$ cat src/rtl/spi_seq_pkg.sv
package spi_seq_pkg;

    localparam int FIELD_W = 8;

    typedef enum logic [2:0] {
        ST_IDLE,
        ST_SETUP,
        ST_ACTIVE,
        ST_REST,
        ST_HOLD,
        ST_GAP
    } seq_state_e;

    typedef struct packed {
        logic [FIELD_W-1:0] setup;
        logic [FIELD_W-1:0] hold;
        logic [FIELD_W-1:0] low;
        logic [FIELD_W-1:0] high;
        logic [FIELD_W-1:0] idle;
        logic               cpol;
        logic               cpha;
    } seq_cfg_t;

    function automatic seq_cfg_t unpack_cfg(input logic [4*FIELD_W-1:0] word,
                                            input logic [FIELD_W-1:0]   idle,
                                            input logic                 cpol,
                                            input logic                 cpha);
        seq_cfg_t c;
        c.high  = word[FIELD_W-1:0];
        c.low   = word[2*FIELD_W-1:FIELD_W];
        c.hold  = word[3*FIELD_W-1:2*FIELD_W];
        c.setup = word[4*FIELD_W-1:3*FIELD_W];
        c.idle  = idle;
        c.cpol  = cpol;
        c.cpha  = cpha;
        return c;
    endfunction

endpackage

$ cat src/rtl/spi_seq_down_ctr.sv
module spi_seq_down_ctr #(
    parameter int W = 8
) (
    input  logic         clk,
    input  logic         rst_n,
    input  logic         load_i,
    input  logic         dec_i,
    input  logic [W-1:0] val_i,
    output logic         zero_o
);
    logic [W-1:0] cnt_d, cnt_q;

    always_comb begin
        cnt_d = cnt_q;
        if (load_i)
            cnt_d = val_i;
        else if (dec_i && cnt_q != '0)
            cnt_d = cnt_q - 1'b1;
    end

    always_ff @(posedge clk or negedge rst_n) begin
        if (!rst_n) cnt_q <= '0;
        else        cnt_q <= cnt_d;
    end

    assign zero_o = (cnt_q == '0);


    ctr_floor_chk: assert property (@(posedge clk) disable iff (!rst_n)
        (zero_o && !load_i) |=> zero_o);

endmodule

$ cat src/rtl/spi_seq_cfg_reg.sv
module spi_seq_cfg_reg
    import spi_seq_pkg::*;
(
    input  logic     clk,
    input  logic     rst_n,
    input  logic     capture_i,
    input  seq_cfg_t cfg_i,
    output seq_cfg_t cfg_o
);
    seq_cfg_t cfg_d, cfg_q;

    always_comb begin
        cfg_d = cfg_q;
        if (capture_i) cfg_d = cfg_i;
    end

    always_ff @(posedge clk or negedge rst_n) begin
        if (!rst_n) cfg_q <= '0;
        else        cfg_q <= cfg_d;
    end

    assign cfg_o = cfg_q;

endmodule

$ cat src/rtl/spi_timing_seq.sv
module spi_timing_seq
    import spi_seq_pkg::*;
#(
    parameter int BIT_W = 16
) (
    input  logic                 clk,
    input  logic                 rst_n,
    input  logic                 start_i,
    input  logic                 keep_cs_i,
    input  logic [BIT_W-1:0]     bit_count_i,
    input  logic                 cpol_i,
    input  logic                 cpha_i,
    input  logic [4*FIELD_W-1:0] timing_cfg_i,
    input  logic [FIELD_W-1:0]   idle_cfg_i,
    output logic                 sck_o,
    output logic                 cs_n_o,
    output logic                 launch_o,
    output logic                 sample_o,
    output logic                 done_o
);
    typedef struct packed {
        seq_state_e st;
        logic       cs_n;
        logic       sck;
        logic       launch;
        logic       sample;
        logic       done;
    } seq_regs_t;

    seq_regs_t          r_d, r_q;
    seq_cfg_t           cfg_live, cfg_q;
    logic               accept;
    logic               tick_load, tick_zero;
    logic [FIELD_W-1:0] tick_val;
    logic               bit_load, bit_dec, bit_zero;
    logic [FIELD_W-1:0] act_len, rest_len;

    assign cfg_live = unpack_cfg(timing_cfg_i, idle_cfg_i, cpol_i, cpha_i);
    assign accept   = (r_q.st == ST_IDLE) && start_i && (bit_count_i != '0);
    assign act_len  = cfg_q.cpol ? cfg_q.low  : cfg_q.high;
    assign rest_len = cfg_q.cpol ? cfg_q.high : cfg_q.low;

    spi_seq_cfg_reg u_cfg (
        .clk       (clk),
        .rst_n     (rst_n),
        .capture_i (accept),
        .cfg_i     (cfg_live),
        .cfg_o     (cfg_q)
    );

    spi_seq_down_ctr #(.W(FIELD_W)) u_tick (
        .clk    (clk),
        .rst_n  (rst_n),
        .load_i (tick_load),
        .dec_i  (1'b1),
        .val_i  (tick_val),
        .zero_o (tick_zero)
    );

    spi_seq_down_ctr #(.W(BIT_W)) u_bits (
        .clk    (clk),
        .rst_n  (rst_n),
        .load_i (bit_load),
        .dec_i  (bit_dec),
        .val_i  (bit_count_i - 1'b1),
        .zero_o (bit_zero)
    );

    always_comb begin
        r_d       = r_q;
        r_d.launch = 1'b0;
        r_d.sample = 1'b0;
        r_d.done   = 1'b0;
        tick_load = 1'b0;
        tick_val  = '0;
        bit_load  = 1'b0;
        bit_dec   = 1'b0;
        unique case (r_q.st)
            ST_IDLE: begin
                if (r_q.cs_n) r_d.sck = cpol_i;
                if (accept) begin
                    r_d.st     = ST_SETUP;
                    r_d.cs_n   = 1'b0;
                    r_d.launch = !cpha_i;
                    tick_load  = 1'b1;
                    tick_val   = cfg_live.setup;
                    bit_load   = 1'b1;
                end
            end
            ST_SETUP, ST_REST: begin
                if (tick_zero) begin
                    r_d.st     = ST_ACTIVE;
                    r_d.sck    = !cfg_q.cpol;
                    r_d.sample = !cfg_q.cpha;
                    r_d.launch = cfg_q.cpha;
                    tick_load  = 1'b1;
                    tick_val   = act_len;
                end
            end
            ST_ACTIVE: begin
                if (tick_zero) begin
                    r_d.sck    = cfg_q.cpol;
                    r_d.sample = cfg_q.cpha;
                    r_d.launch = !cfg_q.cpha && !bit_zero;
                    if (!bit_zero) begin
                        r_d.st    = ST_REST;
                        tick_load = 1'b1;
                        tick_val  = rest_len;
                        bit_dec   = 1'b1;
                    end else if (keep_cs_i) begin
                        r_d.st   = ST_IDLE;
                        r_d.done = 1'b1;
                    end else begin
                        r_d.st    = ST_HOLD;
                        tick_load = 1'b1;
                        tick_val  = cfg_q.hold;
                    end
                end
            end
            ST_HOLD: begin
                if (tick_zero) begin
                    r_d.st    = ST_GAP;
                    r_d.cs_n  = 1'b1;
                    r_d.done  = 1'b1;
                    tick_load = 1'b1;
                    tick_val  = cfg_q.idle;
                end
            end
            ST_GAP: begin
                if (tick_zero) r_d.st = ST_IDLE;
            end
            default: r_d.st = ST_IDLE;
        endcase
    end

    always_ff @(posedge clk or negedge rst_n) begin
        if (!rst_n) begin
            r_q.st     <= ST_IDLE;
            r_q.cs_n   <= 1'b1;
            r_q.sck    <= 1'b0;
            r_q.launch <= 1'b0;
            r_q.sample <= 1'b0;
            r_q.done   <= 1'b0;
        end else begin
            r_q <= r_d;
        end
    end

    assign sck_o    = r_q.sck;
    assign cs_n_o   = r_q.cs_n;
    assign launch_o = r_q.launch;
    assign sample_o = r_q.sample;
    assign done_o   = r_q.done;


    strobe_excl_chk: assert property (@(posedge clk) disable iff (!rst_n)
        !(r_q.launch && r_q.sample));


    done_pulse_chk: assert property (@(posedge clk) disable iff (!rst_n)
        r_q.done |=> !r_q.done);


    strobe_cs_chk: assert property (@(posedge clk) disable iff (!rst_n)
        (r_q.launch || r_q.sample) |-> !r_q.cs_n);


    sck_rest_chk: assert property (@(posedge clk) disable iff (!rst_n)
        (r_q.cs_n && r_q.st != ST_IDLE) |-> (r_q.sck == cfg_q.cpol));


    cfg_frozen_chk: assert property (@(posedge clk) disable iff (!rst_n)
        (r_q.st != ST_IDLE) |=> $stable(cfg_q));

endmodule

$ cat config.mk
export PLATFORM = sky130hd
export DESIGN_NAME = spi_timing_seq
export DESIGN_NICKNAME = d
export VERILOG_FILES = /design/src/rtl/spi_seq_pkg.sv /design/src/rtl/spi_seq_down_ctr.sv /design/src/rtl/spi_seq_cfg_reg.sv /design/src/rtl/spi_timing_seq.sv
export SDC_FILE = /design/constraint.sdc
export NUM_CORES = 1
export LEC_CHECK = 0
export BUFFER_PORTS_ARGS = -buffer_cell sky130_fd_sc_hd__buf_2
export CELL_PAD_IN_SITES_DETAIL_PLACEMENT = 2
export CELL_PAD_IN_SITES_GLOBAL_PLACEMENT = 2
export CORE_MARGIN = 5
export CORE_UTILIZATION = 33
export DETAILED_ROUTE_END_ITERATION = 8
export PLACE_DENSITY = 0.89
export SYNTH_ARGS = -nofsm -noshare
export SYNTH_HDL_FRONTEND = slang
export SYNTH_SLANG_ARGS = --single-unit
$ cat constraint.sdc
create_clock -name clk -period 3.95 [get_ports clk]
set_clock_uncertainty 0.05 [all_clocks]
set_input_delay 0.9875 -clock clk [delete_from_list [all_inputs] [get_ports clk]]
set_output_delay 0.9875 -clock clk [all_outputs]
set_load 0.01 [all_outputs]
== Word level (Yosys, flattened, before mapping) ==
Cells that the tools add are included.

* Input port bits: 62
* Word-level logic and storage cells: 92
* Bits in registers: 66

* Mux-type cells: 41
* Eq/ne operators: 11
* Add/sub/neg operators: 3
* Reductions and logical operators: 23

{| class="wikitable"
|+ Operators with widths
! operator !! number
|-
| $mux W8 || 10
|-
| $mux W16 || 2
|-
| $pmux W8 S4 || 1
|-
| $reduce_bool A16 Y1 || 2
|-
| $sub A16 B1 Y16 const B || 2
|-
| $mux W3 || 6
|-
| $logic_not A16 Y1 || 1
|-
| $pmux W3 S5 || 1
|-
| $mux W1 || 13
|-
| $mux W4 || 3
|-
| $ne A2 B2 Y1 const B || 6
|-
| $logic_not A8 Y1 || 1
|-
| $reduce_bool A8 Y1 || 1
|-
| $sub A8 B1 Y8 const B || 1
|-
| $eq A3 B2 Y1 const B || 2
|-
| $eq A3 B3 Y1 const B || 2
|-
| $pmux W1 S2 || 3
|-
| $pmux W2 S3 || 1
|-
| $reduce_bool A2 Y1 || 3
|-
| $reduce_and A5 Y1 || 1
|-
| $logic_and A1 B1 Y1 || 4
|-
| $logic_not A1 Y1 || 4
|-
| $reduce_and A4 Y1 || 1
|-
| $eq A3 B1 Y1 const B || 1
|-
| other kinds (6) || 6
|}

== Logic depth before layout (Yosys ltp) ==
* Word-level depth: 7
* Mapped depth: 16
* Gate-level depth less buffers: 11

== Cells and area by module ==
A second synthesis with hierarchy kept.

* Cells, all modules: 433
* Area, all modules: 4601.9 sq um

{| class="wikitable"
|+ By module, submodules not included
! module !! area each (sq um) !! times used !! seq. area each (sq um) !! cells each
|-
| spi_seq_cfg_reg || 1765.4 || 1 || 1051.0 || 89
|-
| spi_timing_seq || 1244.9 || 1 || 201.4 || 162
|-
| spi_seq_down_ctr at u_bits || 1063.5 || 1 || 400.4 || 124
|-
| spi_seq_down_ctr at u_tick || 528.0 || 1 || 200.2 || 58
|}

== Least setup slack after synthesis ==
OpenSTA, ideal clock, no wires.

* Path kind: input -> register
* From: in bit_count_i[3]
* To: reg u_bits.cnt_q[10]
* Buffers on the path: 5
* Path slack: -0.309 ns
* Required time: 3.746 ns
* Arrival time: 4.055 ns
* Cell stages on the path: 15
* Path through: buf_2 -> or3_4 -> nor4_4 -> a21o_1 -> buf_6 -> buf_2 -> buf_2 -> mux2i_1 -> ha_1 -> clkbuf_1 -> nand4_1 -> mux2i_1 -> a31oi_2 -> o311ai_0 -> o311ai_0

* Cells in the longest elaborated chain, start to end: 5
* Elaborated cells between the ends (all ways): 7
* Those cells by class: 1 x add/sub; 3 x mux; 3 x reduce/logical

{| class="wikitable"
|+ RTL lines
! item !! line !! source
|-
| start, declared || spi_timing_seq.sv:10 || <nowiki>input logic [BIT_W-1:0] bit_count_i,</nowiki>
|-
| branches (longest 5 deep; another with $sub A16 B1 Y16) || -- ||
|-
| end signal, assigned || spi_seq_down_ctr.sv:23 || <nowiki>else cnt_q <= cnt_d;</nowiki>
|-
| end, declared || spi_seq_down_ctr.sv:11 || <nowiki>logic [W-1:0] cnt_d, cnt_q;</nowiki>
|}

Parallel ways; which one is timed is not known.
A chain may end at the register's enable or synchronous reset.

== Worst setup path in the final report ==
* From: in bit_count_i[11]
* To: reg u_bits.cnt_q[12]

The elaborated chain is that of the path after synthesis.

==> flow_metrics.tcl <==
set metrics [dict create \
    ys_seq_area_share_pct 42.8 \
    outcome "finished clean" \
    tritoncts_num_sinks 66 \
    synth.net_count 518 \
    io_buffers 66 \
    post-route-period-util_pct 93.0 \
    r2r_end "u_bits.cnt_q[13]" \
    yosys-top-cells-count "sky130_fd_sc_hd__nand2_1 (129), sky130_fd_sc_hd__dfrtp_1 (65), sky130_fd_sc_hd__nor2_1 (26), sky130_fd_sc_hd__a21oi_1 (21), sky130_fd_sc_hd__xnor2_1 (20)" \
    final_layout_size_suffix_gt1_share_pct 20.7 \
    cts.repair_timing.setup_buffer_count 0 \
    setup_tns_ns 0 \
    yosys.cell_count.top_type "sky130_fd_sc_hd__nand2_1" \
    max_slew_headroom_pct 40.4 \
    synth_top_area_share_pct 42.2 \
    area_fraction_in_compound_gates_after_synthesis_pct 14.4 \
    worst_pin_slew_ns 0.894 \
    cts_tree "yes" \
    hold_viol_final 0 \
    wl_per_cell_um 20.0 \
    synth_async_sr_flop_share_pct 100 \
    cts_hold_buf 0 \
    first_global_vias 4161 \
    post-place-ws_ns -0.0532 \
    setup_repair_after_global_routing_missed_its_margin "false" \
    nNetsFinal 579 \
    critPathLaunchType "input pin" \
    die-height_um 118 \
    worst_skew_pair.late_latency_ns 0.34 \
    critPathCaptureType "flop" \
    syn_area_um2 3860 \
    detail_route.wirelength_um 13200 \
    synthTopCellsByArea "sky130_fd_sc_hd__dfrtp_1 (42%), sky130_fd_sc_hd__nand2_1 (13%), sky130_fd_sc_hd__xnor2_1 (4.5%), sky130_fd_sc_hd__mux2i_1 (3.6%), sky130_fd_sc_hd__a21oi_1 (2.7%)" \
    synth_xor_area_share_pct 5.45 \
    finalCriticalPeriod_ns 3.67 \
    cts_resized 0 \
    layout-area-overhead-vs-synth_pct 20.6 \
    worstSetupPathType "input pin to flop" \
    synthAdderAreaFrac_pct 0.973 \
    clk_path_buf_depth 2 \
    whs_path_depth 2 \
    grt_max_degree 33 \
    cts_inserted_buffers 9 \
    cts-htree-levels 3 \
    number_of_drc_markers_in_iteration_0 160 \
    routabilityCongestion 0.815 \
    number_of_antenna_violations_at_the_first_check_in_global_routing 0 \
    power.density_nw_per_um2 342 \
    worst-r2r-setup-slack_ns 0.72 \
    route.detailed.vias_per_inst 5.53 \
    final.setup.worst_slack_ns 0.277 \
    ff2ff_path_depth 7 \
    cts_root_buffer "sky130_fd_sc_hd__clkbuf_16" \
    critPathBufInv 1 \
    drt_pass1_iterations 4 \
    hp-class "flop to flop" \
    max_cap_viol_count 0 \
    critPathMostFrequentCell "sky130_fd_sc_hd__mux2i_1" \
    route.vias.total 3658 \
    drtAntennaViolNets 0 \
    number_of_synthesized_flops_with_an_enable_pin 0 \
    num_antenna_cells 0 \
    min-delay-start "u_cfg.cfg_o[31]" \
    crit_path_start "bit_count_i[11]" \
    synthSimpleGateAreaFrac_pct 27.8 \
    placeableCoreArea_um2 11400 \
    yosys_register_bits 66 \
    grt_pass1_wl_um 21700 \
    p_leak_nw 2.23 \
    ports 67 \
    ir_drop_mv 0.156 \
    drt_drc_violations_left 0 \
    max_clock_freq_mhz 272 \
    gr-total-overflow 0 \
    p_total_w 0.00159 \
    report.final.setup_viol 0 \
    placementRows 39 \
    clkSlewWorstSetupHoldPaths_ns 0.06 \
    timing.critical_path.arrival_ns 3.83 \
    family_with_the_most_delay_on_the_worst_path "simple AND/OR/NAND/NOR gates" \
    drv_slew 0 \
    synth_top_family_by_area "simple AND/OR/NAND/NOR gates" \
    worst_path_slowest_cell "sky130_fd_sc_hd__or4_4" \
    die_w_um 118 \
    dp_hpwl_um 9640 \
    synth.lib_cells_used.distinct 59 \
    ys.flop_type "sky130_fd_sc_hd__dfrtp_1" \
    syn_avg_cell_area_um2 8.52 \
    synth_warnings 0 \
    floorplan.die_area_um2 14000 \
    floorplan.initialDensity_pct 33.8 \
    critPathMaxStageDelay_ns 0.58 \
    reg2reg_from "u_tick.cnt_q[4]" \
    critical_path_peak_fanout 9 \
    syn_inst 453 \
    crit_path_cell_trace "buf_2 > or4_4 > nor4_4 > a21o_2 > mux2i_1 > ha_1 > nand3_1 > mux2i_1 > a31oi_2 > nor3b_1 > xnor2_1 > mux2i_1" \
    groute.usage.overall_pct 19.1 \
    min_to "u_cfg.cfg_o[31]" \
    crit_required_ns 4.11 \
    synth_area_leader_cell "sky130_fd_sc_hd__dfrtp_1" \
    synth_mux_area_share_pct 4.80 \
]
[layout by cell type, fill, tap and decap left out, drive strengths merged, types with 2 or more instances in the layout]
cell type  synthesis  routed
o21ai             14      14
a221o              2       2
buf                9      78
a221oi            10      10
a21o               2       2
a22oi              6       6
nor4              12      12
nand2            129     129
mux2               4       4
nor2b              2       2
a31oi              4       4
nor3              20      20
bufinv             0       2
inv                6       6
dfrtp             65      65
nand2b             3       3
and3               5       5
o22ai              2       2
or3                7       7
a21oi             21      21
clkbuf            19      12
a311oi             2       2
a211o              3       3
xor2               4       4
nand3              8       8
nor2              26      26
a31o               3       3
ha                 3       3
a211oi             2       2
and2               3       3
mux2i             14      14
nor4b              3       3
o311ai             3       3
xnor2             20      20
[cell families (layout without fill, tap and decap cells)]
logic type / count (synthesis) / in the layout
multiplexers: 18 / 18
buffers and inverters: 34 / 99
XOR/XNOR: 24 / 24
adder cells (fa/ha/maj): 3 / 3
AO/OA/AOI/OAI: 81 / 81
flip-flops: 66 / 66
AND/OR/NAND/NOR: 227 / 227
[layout make-up]
| cell class | count | area [um2] |
|---|---|---|
| Timing Repair Buffer | 78 | 420 |
| Clock inverter | 3 | 65.1 |
| Sequential cell | 66 | 1650 |
| Multi-Input combinational cell | 353 | 2070 |
| Clock buffer | 12 | 236 |
| Inverter | 6 | 22.5 |
| Fill cell | 1294 | 6770 |
| Tap cell | 143 | 179 |
[metal layers]
metal  part of all wire, %  GRT usage [%]  up-vias
met5                     0              0        -
met4                   2.1           7.31        0
met3                   3.6           3.27       16
met2                    52           34.5       85
met1                    42           22.5     1849
li1                      -              -     1708
[worst min-delay path, delay by kind of cell (launching register included)]
family	cells	cell delay, ns
flip-flops	1	0.34
AND/OR/NAND/NOR	2	0.10
[registers in the layout (all words and copies together), names as in the netlist]
name	flops
u_cfg.cfg_o	34
u_bits.cnt_q	16
u_tick.cnt_q	8
r_q	3
cs_n_o	1
done_o	1
launch_o	1
sample_o	1
sck_o	1
[how the worst max path moves through the flow]
stage | end | slack (ns) | cells past startpoint
2_1_floorplan | u_bits.cnt_q[14] | -0.07 | 15
3_3_place_gp | u_bits.cnt_q[14] | 0.18 | 12
3_5_place_dp | u_bits.cnt_q[14] | -0.05 | 12
4_1_cts | u_bits.cnt_q[12] | 0.28 | 12
5_1_grt | u_bits.cnt_q[14] | 0.12 | 12
6_report | u_bits.cnt_q[12] | 0.28 | 12
[power by group]
group / switching, W / total (W) / internal, W
registers: 0.000000158 / 0.000677 / 0.000677
logic: 0.0000417 / 0.0000725 / 0.0000308
clock network: 0.000294 / 0.000843 / 0.000549
[per-stage QoR]
stage	hold WS (ns)	instances	instance area [um2]	utilization [%]
finish	0.426	661	4650	40.7
global route	0.449	661	4650	40.7
CTS	0.429	661	4650	40.7
detailed placement	0.416	646	4350	38.1
global placement	0.410	646	4350	38.1
floorplan	0.395	453	3880	-
(Power assumes the default switching activity.)
